==> config.mk <==
export PLATFORM = sky130hd
export DESIGN_NAME = gart_ctl_stat_reg
export DESIGN_NICKNAME = d
export VERILOG_FILES = /design/src/rtl/gart_csr_pkg.sv /design/src/rtl/gart_csr_ctrl.sv /design/src/rtl/gart_csr_err.sv /design/src/rtl/gart_csr_hang.sv /design/src/rtl/gart_ctl_stat_reg.sv
export SDC_FILE = /design/constraint.sdc
export NUM_CORES = 1
export LEC_CHECK = 0
export BUFFER_PORTS_ARGS = -buffer_cell sky130_fd_sc_hd__buf_2
export CELL_PAD_IN_SITES_DETAIL_PLACEMENT = 0
export CELL_PAD_IN_SITES_GLOBAL_PLACEMENT = 2
export CORE_UTILIZATION = 13
export CTS_CLUSTER_DIAMETER = 40
export CTS_CLUSTER_SIZE = 16
export DETAILED_ROUTE_END_ITERATION = 7
export PLACE_DENSITY = 0.85
export SLEW_MARGIN = 20
export SYNTH_ARGS = -nofsm -noshare
export SYNTH_HDL_FRONTEND = slang
export SYNTH_SLANG_ARGS = --single-unit
export TNS_END_PERCENT = 50
==> constraint.sdc <==
create_clock -name clk_i -period 1 [get_ports clk_i]
set_input_delay 0.05 -clock clk_i [delete_from_list [all_inputs] [get_ports clk_i]]
set_output_delay 0.05 -clock clk_i [all_outputs]
set_load 0.02 [all_outputs]
==> src/rtl/gart_csr_pkg.sv <==
package gart_csr_pkg;
  localparam int REG_W    = 32;
  localparam int SRC_W    = 2;
  localparam int B_SRC_LO = 28;
  localparam int B_SRC_HI = B_SRC_LO + SRC_W - 1;
  localparam int B_P2P_ST = 27;
  localparam int B_CACHE  = 26;
  localparam int B_ERR    = 24;
  localparam int B_P2P_EN = 19;
  localparam int B_TLB    = 18;
  localparam int B_SBDIS  = 17;
  localparam int B_VEREN  = 16;
  localparam int B_HANGEN = 11;

  typedef enum logic [SRC_W-1:0] {
    SRC_GFX = 2'b00,
    SRC_CPU = 2'b01,
    SRC_PCI = 2'b10,
    SRC_RSV = 2'b11
  } src_e;

  typedef struct packed {
    logic tlb_en;
    logic sb_dis;
    logic verr_en;
    logic hang_en;
  } ctl_t;
endpackage

==> src/rtl/gart_csr_ctrl.sv <==
module gart_csr_ctrl
  import gart_csr_pkg::*;
(
  input  logic clk_i,
  input  logic rst_ni,
  input  logic wr_en_i,
  input  ctl_t wr_ctl_i,
  output ctl_t ctl_o
);
  always_ff @(posedge clk_i or negedge rst_ni) begin
    if (!rst_ni)      ctl_o <= '0;
    else if (wr_en_i) ctl_o <= wr_ctl_i;
  end
endmodule

==> src/rtl/gart_csr_err.sv <==
module gart_csr_err
  import gart_csr_pkg::*;
(
  input  logic             clk_i,
  input  logic             rst_ni,
  input  logic             err_valid_i,
  input  logic [SRC_W-1:0] err_src_i,
  input  logic             clr_i,
  output logic             ev_o,
  output logic             flag_o,
  output logic [SRC_W-1:0] src_o
);
  // reserved requester code is dropped
  assign ev_o = err_valid_i && (err_src_i != SRC_RSV);

  always_ff @(posedge clk_i or negedge rst_ni) begin
    if (!rst_ni) begin
      flag_o <= 1'b0;
      src_o  <= '0;
    end else if (ev_o && (!flag_o || clr_i)) begin
      // first capture, or set beats a same-cycle clear
      flag_o <= 1'b1;
      src_o  <= err_src_i;
    end else if (clr_i) begin
      flag_o <= 1'b0;
      src_o  <= '0;
    end
  end
endmodule

==> src/rtl/gart_csr_hang.sv <==
module gart_csr_hang (
  input  logic clk_i,
  input  logic rst_ni,
  input  logic ev_i,
  input  logic illegal_i,
  input  logic hang_en_i,
  output logic hang_o
);
  always_ff @(posedge clk_i or negedge rst_ni) begin
    if (!rst_ni)                              hang_o <= 1'b0;
    else if (ev_i || (illegal_i && hang_en_i)) hang_o <= 1'b1;
  end
endmodule

==> src/rtl/gart_ctl_stat_reg.sv <==
module gart_ctl_stat_reg
  import gart_csr_pkg::*;
(
  input  logic             clk_i,
  input  logic             rst_ni,
  input  logic             wr_en_i,
  input  logic [REG_W-1:0] wr_data_i,
  output logic [REG_W-1:0] rd_data_o,
  input  logic             err_valid_i,
  input  logic [SRC_W-1:0] err_src_i,
  input  logic             illegal_entry_i,
  output logic             sys_err_o,
  output logic             walk_hang_o,
  output logic             tlb_en_o,
  output logic             strobe_det_dis_o
);
  ctl_t             ctl_q, wr_ctl;
  logic             ev, flag_q;
  logic [SRC_W-1:0] src_q;
  logic             unused_wr_bits;

  assign unused_wr_bits = ^wr_data_i;

  always_comb begin
    wr_ctl.tlb_en  = wr_data_i[B_TLB];
    wr_ctl.sb_dis  = wr_data_i[B_SBDIS];
    wr_ctl.verr_en = wr_data_i[B_VEREN];
    wr_ctl.hang_en = wr_data_i[B_HANGEN];
  end

  gart_csr_ctrl u_ctrl (
    .clk_i    (clk_i),
    .rst_ni   (rst_ni),
    .wr_en_i  (wr_en_i),
    .wr_ctl_i (wr_ctl),
    .ctl_o    (ctl_q)
  );

  gart_csr_err u_err (
    .clk_i       (clk_i),
    .rst_ni      (rst_ni),
    .err_valid_i (err_valid_i),
    .err_src_i   (err_src_i),
    .clr_i       (wr_en_i && wr_data_i[B_ERR]),
    .ev_o        (ev),
    .flag_o      (flag_q),
    .src_o       (src_q)
  );

  gart_csr_hang u_hang (
    .clk_i     (clk_i),
    .rst_ni    (rst_ni),
    .ev_i      (ev),
    .illegal_i (illegal_entry_i),
    .hang_en_i (ctl_q.hang_en),
    .hang_o    (walk_hang_o)
  );

  always_comb begin
    rd_data_o                   = '0;
    rd_data_o[B_SRC_HI:B_SRC_LO] = src_q;
    rd_data_o[B_P2P_ST]         = 1'b0;
    rd_data_o[B_CACHE]          = ctl_q.tlb_en;
    rd_data_o[B_ERR]            = flag_q;
    rd_data_o[B_P2P_EN]         = 1'b0;
    rd_data_o[B_TLB]            = ctl_q.tlb_en;
    rd_data_o[B_SBDIS]          = ctl_q.sb_dis;
    rd_data_o[B_VEREN]          = ctl_q.verr_en;
    rd_data_o[B_HANGEN]         = ctl_q.hang_en;
  end

  assign sys_err_o        = flag_q && ctl_q.verr_en;
  assign tlb_en_o         = ctl_q.tlb_en;
  assign strobe_det_dis_o = ctl_q.sb_dis;
endmodule

=== Word-level counts from Yosys, hierarchy flattened ===
Index checks and enable logic that the tools add are counted.
W data, S select, Z words.

* Bits in registers: 8
* Input bits: 39
* Output and inout bits: 36
* Word-level logic and storage cells: 21

* Eq/ne operators: 1
* Mux-type cells: 4
* Reductions and logical operators: 9

{| class="wikitable"
|+ Operators by type and width
! kind !! number
|-
| $logic_and A1 B1 Y1 || 5
|-
| $mux W2 || 2
|-
| $logic_or A1 B1 Y1 || 2
|-
| $mux W1 || 2
|-
| $ne A2 B2 Y1 const B || 1
|-
| $reduce_bool A2 Y1 || 1
|-
| $logic_not A1 Y1 || 1
|}

=== Depth between registers and ports, before layout ===
Gate-level depths: netlist (run 1).

* Depth in word-level cells: 4
* Mapped depth: 3
* Gate-level depth less buffers: 3

=== Cells and area by module ===
A second synthesis (run 1) with hierarchy kept.

* Cell total of the unflattened synthesis: 57
* Area total of the unflattened synthesis: 564.3 sq um

{| class="wikitable"
|+ By module, submodules not included
! module !! instances !! cells each !! area each (sq um) !! seq. area each (sq um)
|-
| gart_ctl_stat_reg || 1 || 31 || 226.5 || 0.0
|-
| gart_csr_err || 1 || 16 || 158.9 || 75.1
|-
| gart_csr_ctrl || 1 || 8 || 145.1 || 100.1
|-
| gart_csr_hang || 1 || 2 || 33.8 || 25.0
|}

=== Worst setup path before layout (run 1) ===
No wires, ideal clock.

* Kind: flip-flop to flip-flop
* Start: reg u_err.flag_o
* End: reg u_err.src_o[0]
* Setup time: 0.129 ns
* Arrival: 0.742 ns
* Required time: 0.871 ns
* Path slack: 0.129 ns
* Stages on the path, launching flop included: 4
* Buffers on the path: 0
* Period minus slack after synthesis: 0.871 ns
* Path through: dfrtp_1 nand2b_1 o211ai_1 o31ai_1

* Word-level cells in the longest chain between the ends: 4
* Elaborated cells between the ends (all ways): 5
* Classes of those cells: 1 x mux; 4 x reduce/logical

{| class="wikitable"
|+ RTL lines
! element !! RTL line !! text
|-
| start, declared || gart_csr_err.sv:10 || <nowiki>output logic flag_o,</nowiki>
|-
| start signal, assigned || gart_csr_err.sv:18 || <nowiki>flag_o <= 1'b0;</nowiki>
|-
| start signal, assigned || gart_csr_err.sv:22 || <nowiki>flag_o <= 1'b1;</nowiki>
|-
| start signal, assigned || gart_csr_err.sv:25 || <nowiki>flag_o <= 1'b0;</nowiki>
|-
| $logic_not A1 Y1 * || gart_csr_err.sv:20 || <nowiki>end else if (ev_o && (!flag_o || clr_i)) begin</nowiki>
|-
| $logic_or A1 B1 Y1 * || gart_csr_err.sv:20 ||
|-
| $logic_and A1 B1 Y1 * || gart_csr_err.sv:20 ||
|-
| $mux W2 / $reduce_bool A2 Y1 (equally long branches) || - ||
|-
| end signal, assigned || gart_csr_err.sv:23 || <nowiki>src_o <= err_src_i;</nowiki>
|-
| end, declared || gart_csr_err.sv:11 || <nowiki>output logic [SRC_W-1:0] src_o</nowiki>
|}

Mark *: on every way between the ends. The rest lies on a longest branch, timed or not.
A chain may end at the register's enable or synchronous reset.

=== Worst setup path after layout (run 1) ===
Ends and elaborated chain as after synthesis.

==> results.md, run 1 <==
* Clock root buffer: clkbuf_8
* Worst Path Required at around 1.1 ns
* H-tree Lvls at 1
* Gp weighted congestion at between 0.6 and 0.7
* Placement Setup Slack at approximately 0.017 ns
* Mapped Cells at 57
* Yosys reg bits at 8
* Final Slew Violations at 0
* Clk_lat worst skew at around 0.22 ns
* Initial antenna violation count at 0
* Status: finished with violations
* Hold Path Sink: u_err.src_o[0]
* Synth top area cells: buf_4 39%, dfrtp_1 36%, mux2_2 8.2%
* Setup CP Type: flop to flop
* Metal1 wirelength at 437 um
* Slowest stage cell, crit path: dfrtp_1
* RSZ-0062 raised after global routing: true
* Pleak at 0.000368 uW
* Synth unique cells at 13
* Met3 Routed Length at approximately 140 um
* Avg WL per Cell at between 7 and 8 um
* Final wirelength at between 1 and 1.5 mm
* Post-synthesis sequential area ratio at 36.3%
* CP startpoint kind: flop
* Die area at about 4500 um^2
* Warnings from Yosys at 0
* Hold Slack at between 0.04 and 0.05 ns
* Setup Skew at 0.0000180 ns
* Tmin final at roughly 1.1 ns
* Maximum vdd drop at between 0.4 and 0.5 mV
* # diodes at 0
* Critical Path Start: u_err.flag_o
* CTS sink cnt at 8
* Vias after detailed routing at ~370
* Setup TNS Final at -0.179 ns
* Combinational power share at between 30% and 40%
* Drt via density at 2.87
* Final setup violation count at 3
* Cell-internal power at between 700 and 800 uW
* Switching part of the total at 31.7%
* F_max at about 940 MHz
* Mean post-synth cell area at 9.68 um^2
* R2R depth at 4
* Clk slew on worst S/H paths at roughly 0.040 ns
* Max Root-Sink Buffers at 2
* Grt total ovfl at 0
* Failing checks: negative setup slack
* Worst path cell trace: buf_6, nand2b_4, o211ai_1, o31ai_2
* Die X at ~67 um
* Post-route ant nets at 0
* Worst setup margin at -0.0677 ns
* Vias in the first global route at between 200 and 300
* Levels on crit path at 4
* Total of max-cap violations at 0
* Synth Cell Area at around 550 um^2
* Slowest stage delay, CP at ~0.38 ns
* WP buf/inv at 1
* RR Startpoint: u_err.flag_o
* Max Used Layer: met3
* CP delay by family, top: flip-flops
* Total core area at a little over 4000 um^2
* Area leader, netlist: buf_4
* Layout net count at approximately 120
* Drt pass-1 iters at 2
* DRC Markers at 0
* Fraction of layout cells with a size suffix above 1 at a little under half
* CP Max Fanout at 2
* Core Rows at 23
* Met2 WL at between 400 and 500 um
* Die height at ~67 um
* Yosys top cell area share at between 30% and 40%
* Worst Hold Depth at 2
* Worst hold start: err_src_i[1]
* Initial Utilization at between 10% and 20%
* Hold Fails Final Rpt at 0
* HP Class: input port to flop
* Area Overhead vs Synth at 26.3%
* CTS tree: done
* First-pass GRT wire length at 1.21 mm
* IO Port Bufs at 23
* NetSw at between 300 and 400 uW
* Data arrival, critical path at between 1 and 1.5 ns
* Final Cycle Share at 107%
* Reg2reg setup slack at -0.07 ns
* DP HPWL at roughly 810 um
* CP endpoint kind: flop
* PD cells at 1520 nW/um^2
* Top Ports at 75
* CTS buffer count at 3
* Largest net degree at the start of global routing at 9
* Sequential Power Share at a little over a third
* All-Layer GR Usage at under 10%
* Clk pwr share at 34.4%
* R2R Path End: u_err.src_o[0]
* DRT iter0 DRCs at 8
routing by layer:
layer	global-route usage, %	vias up
met1	4.88	165
met4	0	0
met5	0	-
li1	-	177
met2	5.50	31
met3	4.05	0
final cells by class:
type,count,area [um^2]
multi-input combinational,41,235
sequential,8,200
tap,50,62.6
fill,468,3330
timing repair buffer,26,150
clock buffer,3,41.3
inverter,2,7.51
logic make-up (layout without fill, tap and decap cells):
group           count (synthesis)  in the layout  synth area share [%]
compound gates                  7              7                  9.07
simple gates                    6              6                  4.99
other cells                     1             24                 0.680
flops                           8              8                  36.3
mux                             4              4                  8.16
buf+inv                        31             31                  40.8
stage by stage:
| stage | total power (uW) | area, um^2 | std cells | utilization [%] |
|---|---|---|---|---|
| 2_1_floorplan | 663 | 638 | 80 | - |
| 3_5_place_dp | 660 | 606 | 125 | 15.0 |
| 3_3_place_gp | 657 | 606 | 125 | 15.0 |
| 5_1_grt | 1120 | 697 | 130 | 17.3 |
| 4_1_cts | 1050 | 673 | 130 | 16.7 |
| 6_report | 1060 | 697 | 130 | 17.3 |
registers in the layout (all words and copies together), names as in the netlist:
signal,flops
u_ctrl.ctl_o,4
u_err.flag_o,1
u_err.src_o,2
u_hang.hang_o,1
worst register-to-register path: stages (launching register included):
cell and delay, ns:
dfrtp_1 0.38, buf_6 0.12, nand2b_4 0.13, o211ai_1 0.21, o31ai_2 0.10
power groups by stage:
stage               logic [uW]  registers, uW  clock network [uW]
floorplan                  259            404                   0
global placement           277            379                   0
detailed placement         281            379                   0
CTS                        301            375                 378
global route               344            379                 402
finish                     318            376                 364
layout by cell type, fill, tap and decap left out, drive strengths merged:
master        n
a21bo         1
a21oi         1
and2          1
buf          25
clkbuf        3
conb         24
dfrtp         8
dlygate4sd3   1
inv           2
mux2          4
nand2         4
nand2b        1
o211ai        2
o21ai         1
o31ai         2
what timing repair did:
action | 4_1_cts | 5_1_grt
setup endpoints to repair | 1 | 3
buffers inserted | 1 | 0
pin swaps | 0 | 0
endpoints found under the hold margin | 8 | 0
gates resized for setup | 3 | 5
hold buffers | 1 | 0
how the worst max path moves through the flow:
stage / endpoint / slack [ns]
global route: u_err.src_o[1] / -0.13
detailed placement: u_err.src_o[1] / 0.02
finish: u_err.src_o[0] / -0.07
floorplan: u_err.src_o[0] / 0.13
CTS: u_err.src_o[1] / -0.06
global placement: u_err.src_o[0] / 0.06
cell usage after synthesis, drive strengths merged:
| master | instances |
|---|---|
| o31ai | 2 |
| and2 | 1 |
| a21oi | 1 |
| inv | 2 |
| a21bo | 1 |
| buf | 29 |
| conb | 1 |
| nand2b | 1 |
| dfrtp | 8 |
| nand2 | 4 |
| mux2 | 4 |
| o21ai | 1 |
| o211ai | 2 |
Note: power is estimated with default switching activity, not from simulation.
==> run 2: changes to the inputs <==
Settings changed: ABC_AREA set to 1, PLACE_DENSITY 0.85 to not set, PLACE_DENSITY_LB_ADDON set to 0.08.
==> results.md, run 2 <==
* Setup TNS Final at 0 ns (+0.179 ns)
* Slowest stage cell, crit path: dfrtp_1
* Yosys reg bits at 8 (unchanged)
* Setup Skew at 0.0000736 ns (+0.0000556 ns)
* Data arrival, critical path at 0.88 ns (-0.28 ns)
* Worst Setup EP: sys_err_o
* CTS buffer count at 3 (unchanged)
* Total of max-cap violations at 0 (unchanged)
* PD cells at 1590 nW/um^2 (+4.6%)
* F_max at 1080 MHz (+15%)
* CP startpoint kind: flop
* Drt pass-1 iters at 4 (+2)
* Final instance area at 654 um^2 (-6.1%)
* Tmin final at 0.926 ns (-0.142 ns)
* Hold Fails Final Rpt at 0 (unchanged)
* Fraction of layout cells with a size suffix above 1 at 42.5% (-3.8 points)
* Initial Utilization at 13.7% (+0.026 points)
* Biggest register: u_ctrl.ctl_o
* Drt via density at 2.79 (-2.7%)
* Max Root-Sink Buffers at 2 (unchanged)
* Commonest cells after routing, fill and taps aside: 24 x conb_1, 23 x buf_2, 8 x dfrtp_1, 5 x nand2_1
* Clk_lat worst skew at 0.22 ns (about the same)
* DRC Markers at 0 (unchanged)
* CP endpoint kind: primary output
* Synth unique cells at 10 (-3)
* All-Layer GR Usage at 4.65% (+0.55 points)
* Synth Cell Area at 557 um^2 (+0.91%)
* Number of synthesized flops with an enable pin at 0 (unchanged)
* # diodes at 0 (unchanged)
* Layout net count at 121 (unchanged)
* Critical Path Start: u_err.flag_o
* Setup CP Type: flop to primary output
* Met2 WL at 450 um (+4.2%)
* IO Port Bufs at 23 (unchanged)
* Final Slew Violations at 0 (unchanged)
* Max Used Layer: met4
* Die X at 67.4 um (+0.44%)
* Worst path cell trace: nand2_1, inv_1, buf_2
* Post-route ant nets at 0 (unchanged)
* Total core area at 4060 um^2 (+0.71%)
* HP Class: input port to flop
* Pleak at 0.000355 uW (-3.7%)
* Gp weighted congestion at 0.545 (-16%)
* Post-cts sizing count at 0 (-3)
* Clock root buffer: clkbuf_8
* Warnings from Yosys at 0 (unchanged)
* Async set-reset flop share out of synthesis at 100% (unchanged)
* Max reg flops at 4 (unchanged)
* Post-CTS setup buffer count at 0 (-1)
* Mean post-synth cell area at 9.44 um^2 (-2.5%)
* DRT iter0 DRCs at 4 (-4)
* Commonest non-fill, non-tap cell in the layout: conb_1
* First-pass GRT wire length at 1.45 mm (+19%)
* Placed inst area at 603 um^2 (-0.41%)
* Maximum vdd drop at 0.249 mV (-47%)
* Core Rows at 23 (unchanged)
* Final Cycle Share at 92.6% (-14 points)
* Final wirelength at 1.04 mm (+3.0%)
* Synth top area cells: buf_4 39%, dfrtp_1 36%, mux2_2 8.1%
* Synth Flop Type: dfrtp_1
* Reg2reg setup slack at 0.19 ns (+0.26 ns)
* Final setup violation count at 0 (-3)
* R2R depth at 4 (unchanged)
* CP Max Fanout at 3 (+1)
* CTS sink cnt at 8 (unchanged)
* Metal1 wirelength at 468 um (+7.1%)
* Post-synthesis sequential area ratio at 36.0% (-0.33 points)
* Mapped Cells at 59 (+3.5%)
* RR Startpoint: u_err.flag_o
* Clk slew on worst S/H paths at 0.04 ns (about the same)
* Status: finished clean
* Avg WL per Cell at 7.98 um (+3.0%)
* Largest net degree at the start of global routing at 9 (unchanged)
* Synth top cells by count: 29 x buf_4, 8 x dfrtp_1, 5 x nand2_1
* Area leader, netlist: buf_4
* Worst Path Required at 0.95 ns (-0.14 ns)
* Slowest stage delay, CP at 0.40 ns (+0.02 ns)
* R2R Path End: u_err.src_o[0]
* Vias in the first global route at 313 (+8.3%)
* CTS tree: done
* RSZ-0062 raised after global routing: false
* Total power at 1040 uW (-1.8%)
* Die area at 4550 um^2 (+0.88%)
* DP HPWL at 876 um (+7.5%)
* Yosys top cell area share at 39.1% (-0.35 points)
* Met3 Routed Length at 107 um (-22%)
* Area Overhead vs Synth at 17.5%
* Top-count cell post-synth: buf_4
* Die height at 67.4 um (+0.44%)
* Top Ports at 75 (unchanged)
* H-tree Lvls at 1 (unchanged)
* Vias after detailed routing at 363 (-2.7%)
* Initial antenna violation count at 0 (unchanged)
* Top flop regs: u_ctrl.ctl_o: 4 flops, u_err.src_o: 2 flops
* Grt total ovfl at 0 (unchanged)
[run 2: critical path: cells and delay by family, from the launching register on]
family	cells	cell delay [ns]
buffers and inverters	2	0.17
AND/OR/NAND/NOR	1	0.08
flip-flops	1	0.40
[run 2: cells by family (layout without fill, tap and decap cells)]
logic type      Yosys count  count (layout)  synth area share (%)
simple gates             12              12                  10.3
other cells               1              24                 0.674
compound gates            2               2                  3.82
flops                     8               8                  36.0
buf+inv                  32              30                  41.1
mux                       4               4                  8.09
[run 2: through the flow]
step | instances | hold slack (ns) | worst slack, ns | utilization, %
4_1_cts | 130 | 0.0516 | 0.0481 | 16.1
5_1_grt | 130 | 0.0611 | 0.00403 | 16.1
3_3_place_gp | 126 | -0.0813 | 0.157 | 14.9
2_1_floorplan | 82 | -0.246 | 0.148 | -
3_5_place_dp | 126 | -0.0863 | 0.178 | 14.9
6_report | 130 | 0.0500 | 0.0740 | 16.1
[run 2: metal layers]
metal	vias up	GRT usage, %
met3	2	1.52
met1	159	5.14
met4	0	3.99
met2	29	7.12
li1	173	-
met5	-	0
[run 2: area by class of cell]
class / instances / area (um^2)
fill: 470 / 3400
multi-input combinational: 42 / 214
tap: 50 / 62.6
timing repair buffer: 24 / 125
sequential: 8 / 200
clock buffer: 3 / 41.3
inverter: 3 / 11.3
[run 2: repair_timing]
action	in CTS	in global routing
endpoints found under the hold margin	8	0
endpoints found under the setup margin	0	0
hold buffers	1	0
[run 2: where the power goes]
group	switching (uW)	leakage (uW)	total, uW	internal (uW)
logic	204	0.000241	283	78.9
clock network	119	0.0000216	379	260
registers	21.2	0.0000922	377	356
[run 2: worst min path at each step]
stage | from | end | slack (ns) | cells past startpoint
2_1_floorplan | rst_ni | u_ctrl.ctl_o[0] | -0.25 | 0
3_3_place_gp | rst_ni | u_ctrl.ctl_o[2] | -0.08 | 1
3_5_place_dp | rst_ni | u_ctrl.ctl_o[3] | -0.09 | 1
4_1_cts | wr_data_i[11] | u_ctrl.ctl_o[0] | 0.05 | 2
5_1_grt | wr_data_i[18] | u_ctrl.ctl_o[3] | 0.06 | 2
6_report | illegal_entry_i | u_hang.hang_o | 0.05 | 3
==> run 3: changes to the inputs <==
Settings changed: ABC_AREA 1 to not set.
==> results.md, run 3 (synthesis gave the netlist of run 1 again) <==
* Die X at 67.2 um (-0.44%)
* Post-Layout Cell Count at 128 (-1.5%)
* Layout net count at 119 (-1.7%)
* # diodes at 0 (unchanged)
* Placed inst area at 606 um^2 (+0.42%)
* Data arrival, critical path at 0.93 ns (+0.05 ns)
* Initial Utilization at 13.7% (-0.026 points)
* Worst path cell trace: and2_1, buf_6
* Max reg flops at 4 (unchanged)
* Die area at 4510 um^2 (-0.87%)
* Initial antenna violation count at 0 (unchanged)
* First-pass GRT wire length at 1.48 mm (+1.9%)
* Final Util at 16.3% (+0.21 points)
* Final wirelength at 1.07 mm (+3.5%)
* Gp weighted congestion at 0.605 (+11%)
* Maximum vdd drop at 0.252 mV (+1.1%)
* Clock root buffer: clkbuf_8
* DP HPWL at 892 um (+1.9%)
* Grt total ovfl at 0 (unchanged)
* Largest net degree at the start of global routing at 9 (unchanged)
* Worst Path Required at 0.95 ns (about the same)
* CP endpoint kind: primary output
* CP Max Fanout at 4 (+1)
* Top flop regs: u_ctrl.ctl_o: 4 flops, u_err.src_o: 2 flops
* Setup CP Type: flop to primary output
* CTS tree: done
* RSZ-0062 raised after global routing: true
* All-Layer GR Usage at 4.84% (+0.19 points)
* Met2 WL at 466 um (+3.6%)
* Total of max-cap violations at 0 (unchanged)
* DRT iter0 DRCs at 6 (+2)
* Area Overhead vs Synth at 19.3%
* Fraction of layout cells with a size suffix above 1 at 39.7% (-2.8 points)
* Tmin final at 0.979 ns (+0.0534 ns)
* CTS sink cnt at 8 (unchanged)
* Status: finished clean
* F_max at 1020 MHz (-5.5%)
* Commonest non-fill, non-tap cell in the layout: conb_1
* CTS buffer count at 3 (unchanged)
* Slowest stage delay, CP at 0.40 ns (about the same)
* Fill cells at 467 (-0.64%)
* PD cells at 1600 nW/um^2 (+0.45%)
* Metal1 wirelength at 490 um (+4.7%)
* Drt via density at 2.94 (+5.2%)
* Setup TNS Final at 0 ns (unchanged)
* CP startpoint kind: flop
* Met3 Routed Length at 111 um (+3.7%)
* Hold Slack at 0.0319 ns (-0.0181 ns)
* Commonest cells after routing, fill and taps aside: 24 x conb_1, 22 x buf_2, 8 x dfrtp_1, 4 x mux2_2
* Max Used Layer: met4
* Hold Fails Final Rpt at 0 (unchanged)
* Final Slew Violations at 0 (unchanged)
* Vias after detailed routing at 376 (+3.6%)
* Final instance area at 658 um^2 (+0.57%)
* Die height at 67.2 um (-0.44%)
* Slowest stage cell, crit path: dfrtp_1
* H-tree Lvls at 1 (unchanged)
* HP Class: input port to flop
* Setup Skew at 0.000193 ns (+0.000119 ns)
* Biggest register: u_ctrl.ctl_o
* Drt pass-1 iters at 2 (-2)
* Clk slew on worst S/H paths at 0.04 ns (about the same)
* Max Root-Sink Buffers at 2 (unchanged)
* DRC Markers at 0 (unchanged)
* Top Ports at 75 (unchanged)
* Final Cycle Share at 97.9% (+5.3 points)
* Dpl cells at 125 (-0.79%)
* Core Rows at 23 (unchanged)
* Vias in the first global route at 309 (-1.3%)
* Avg WL per Cell at 8.39 um (+5.1%)
* Pleak at 0.000344 uW (-3.0%)
* Clk_lat worst skew at 0.23 ns (about the same)
* Final setup violation count at 0 (unchanged)
* IO Port Bufs at 23 (unchanged)
* Post-route ant nets at 0 (unchanged)
* Total core area at 4030 um^2 (-0.71%)
-- run 3: power by group --
group	internal [uW]	switching (uW)
Clock	261	131
Sequential	355	19.7
Combinational	86.4	197
-- run 3: what timing repair did --
action | in CTS | in global routing
endpoints found under the setup margin | 1 | 3
resized for setup | 2 | 1
buffers inserted | 0 | 0
hold buffers | 1 | 0
endpoints found under the hold margin | 8 | 0
-- run 3: cell type report --
cell class / instances / area, um^2 / area share [%]
Timing Repair Buffer: 24 / 131 / 20.0
Tap cell: 50 / 62.6 / 9.51
Clock buffer: 3 / 41.3 / 6.27
Multi-Input combinational cell: 41 / 215 / 32.7
Sequential cell: 8 / 200 / 30.4
Inverter: 2 / 7.51 / 1.14
-- run 3: per-layer routing --
layer	vias to the layer above	track usage, %
met4	0	3.19
met2	30	7.12
met1	168	5.59
li1	176	-
met5	-	0
met3	2	2.20
-- run 3: final timing paths --
path,startpoint,end,slack (ns),cells after the start
max in group asynchronous,rst_ni,u_ctrl.ctl_o[0],0.62,2
worst max register to register,u_err.flag_o,u_err.src_o[0],0.04,3
worst min register to register,u_hang.hang_o,u_hang.hang_o,0.47,2
min in group asynchronous,rst_ni,u_ctrl.ctl_o[1],0.20,2
worst min-delay path,err_src_i[1],u_err.src_o[0],0.03,2
worst max-delay path,u_err.flag_o,sys_err_o,0.02,2
-- run 3: metrics by stage --
| stage | total power [uW] | setup WS (ns) |
|---|---|---|
| 6_report | 1050 | 0.0206 |
| 5_1_grt | 1120 | -0.0622 |
| 4_1_cts | 1070 | -0.00277 |
| 3_5_place_dp | 662 | 0.0338 |
| 3_3_place_gp | 664 | 0.0110 |
| 2_1_floorplan | 663 | 0.129 |
-- run 3: critical path: cells and delay by family, from the launching register on --
kind,cells,cell delay [ns]
flip-flops,1,0.40
AND/OR/NAND/NOR,1,0.18
buffers and inverters,1,0.13
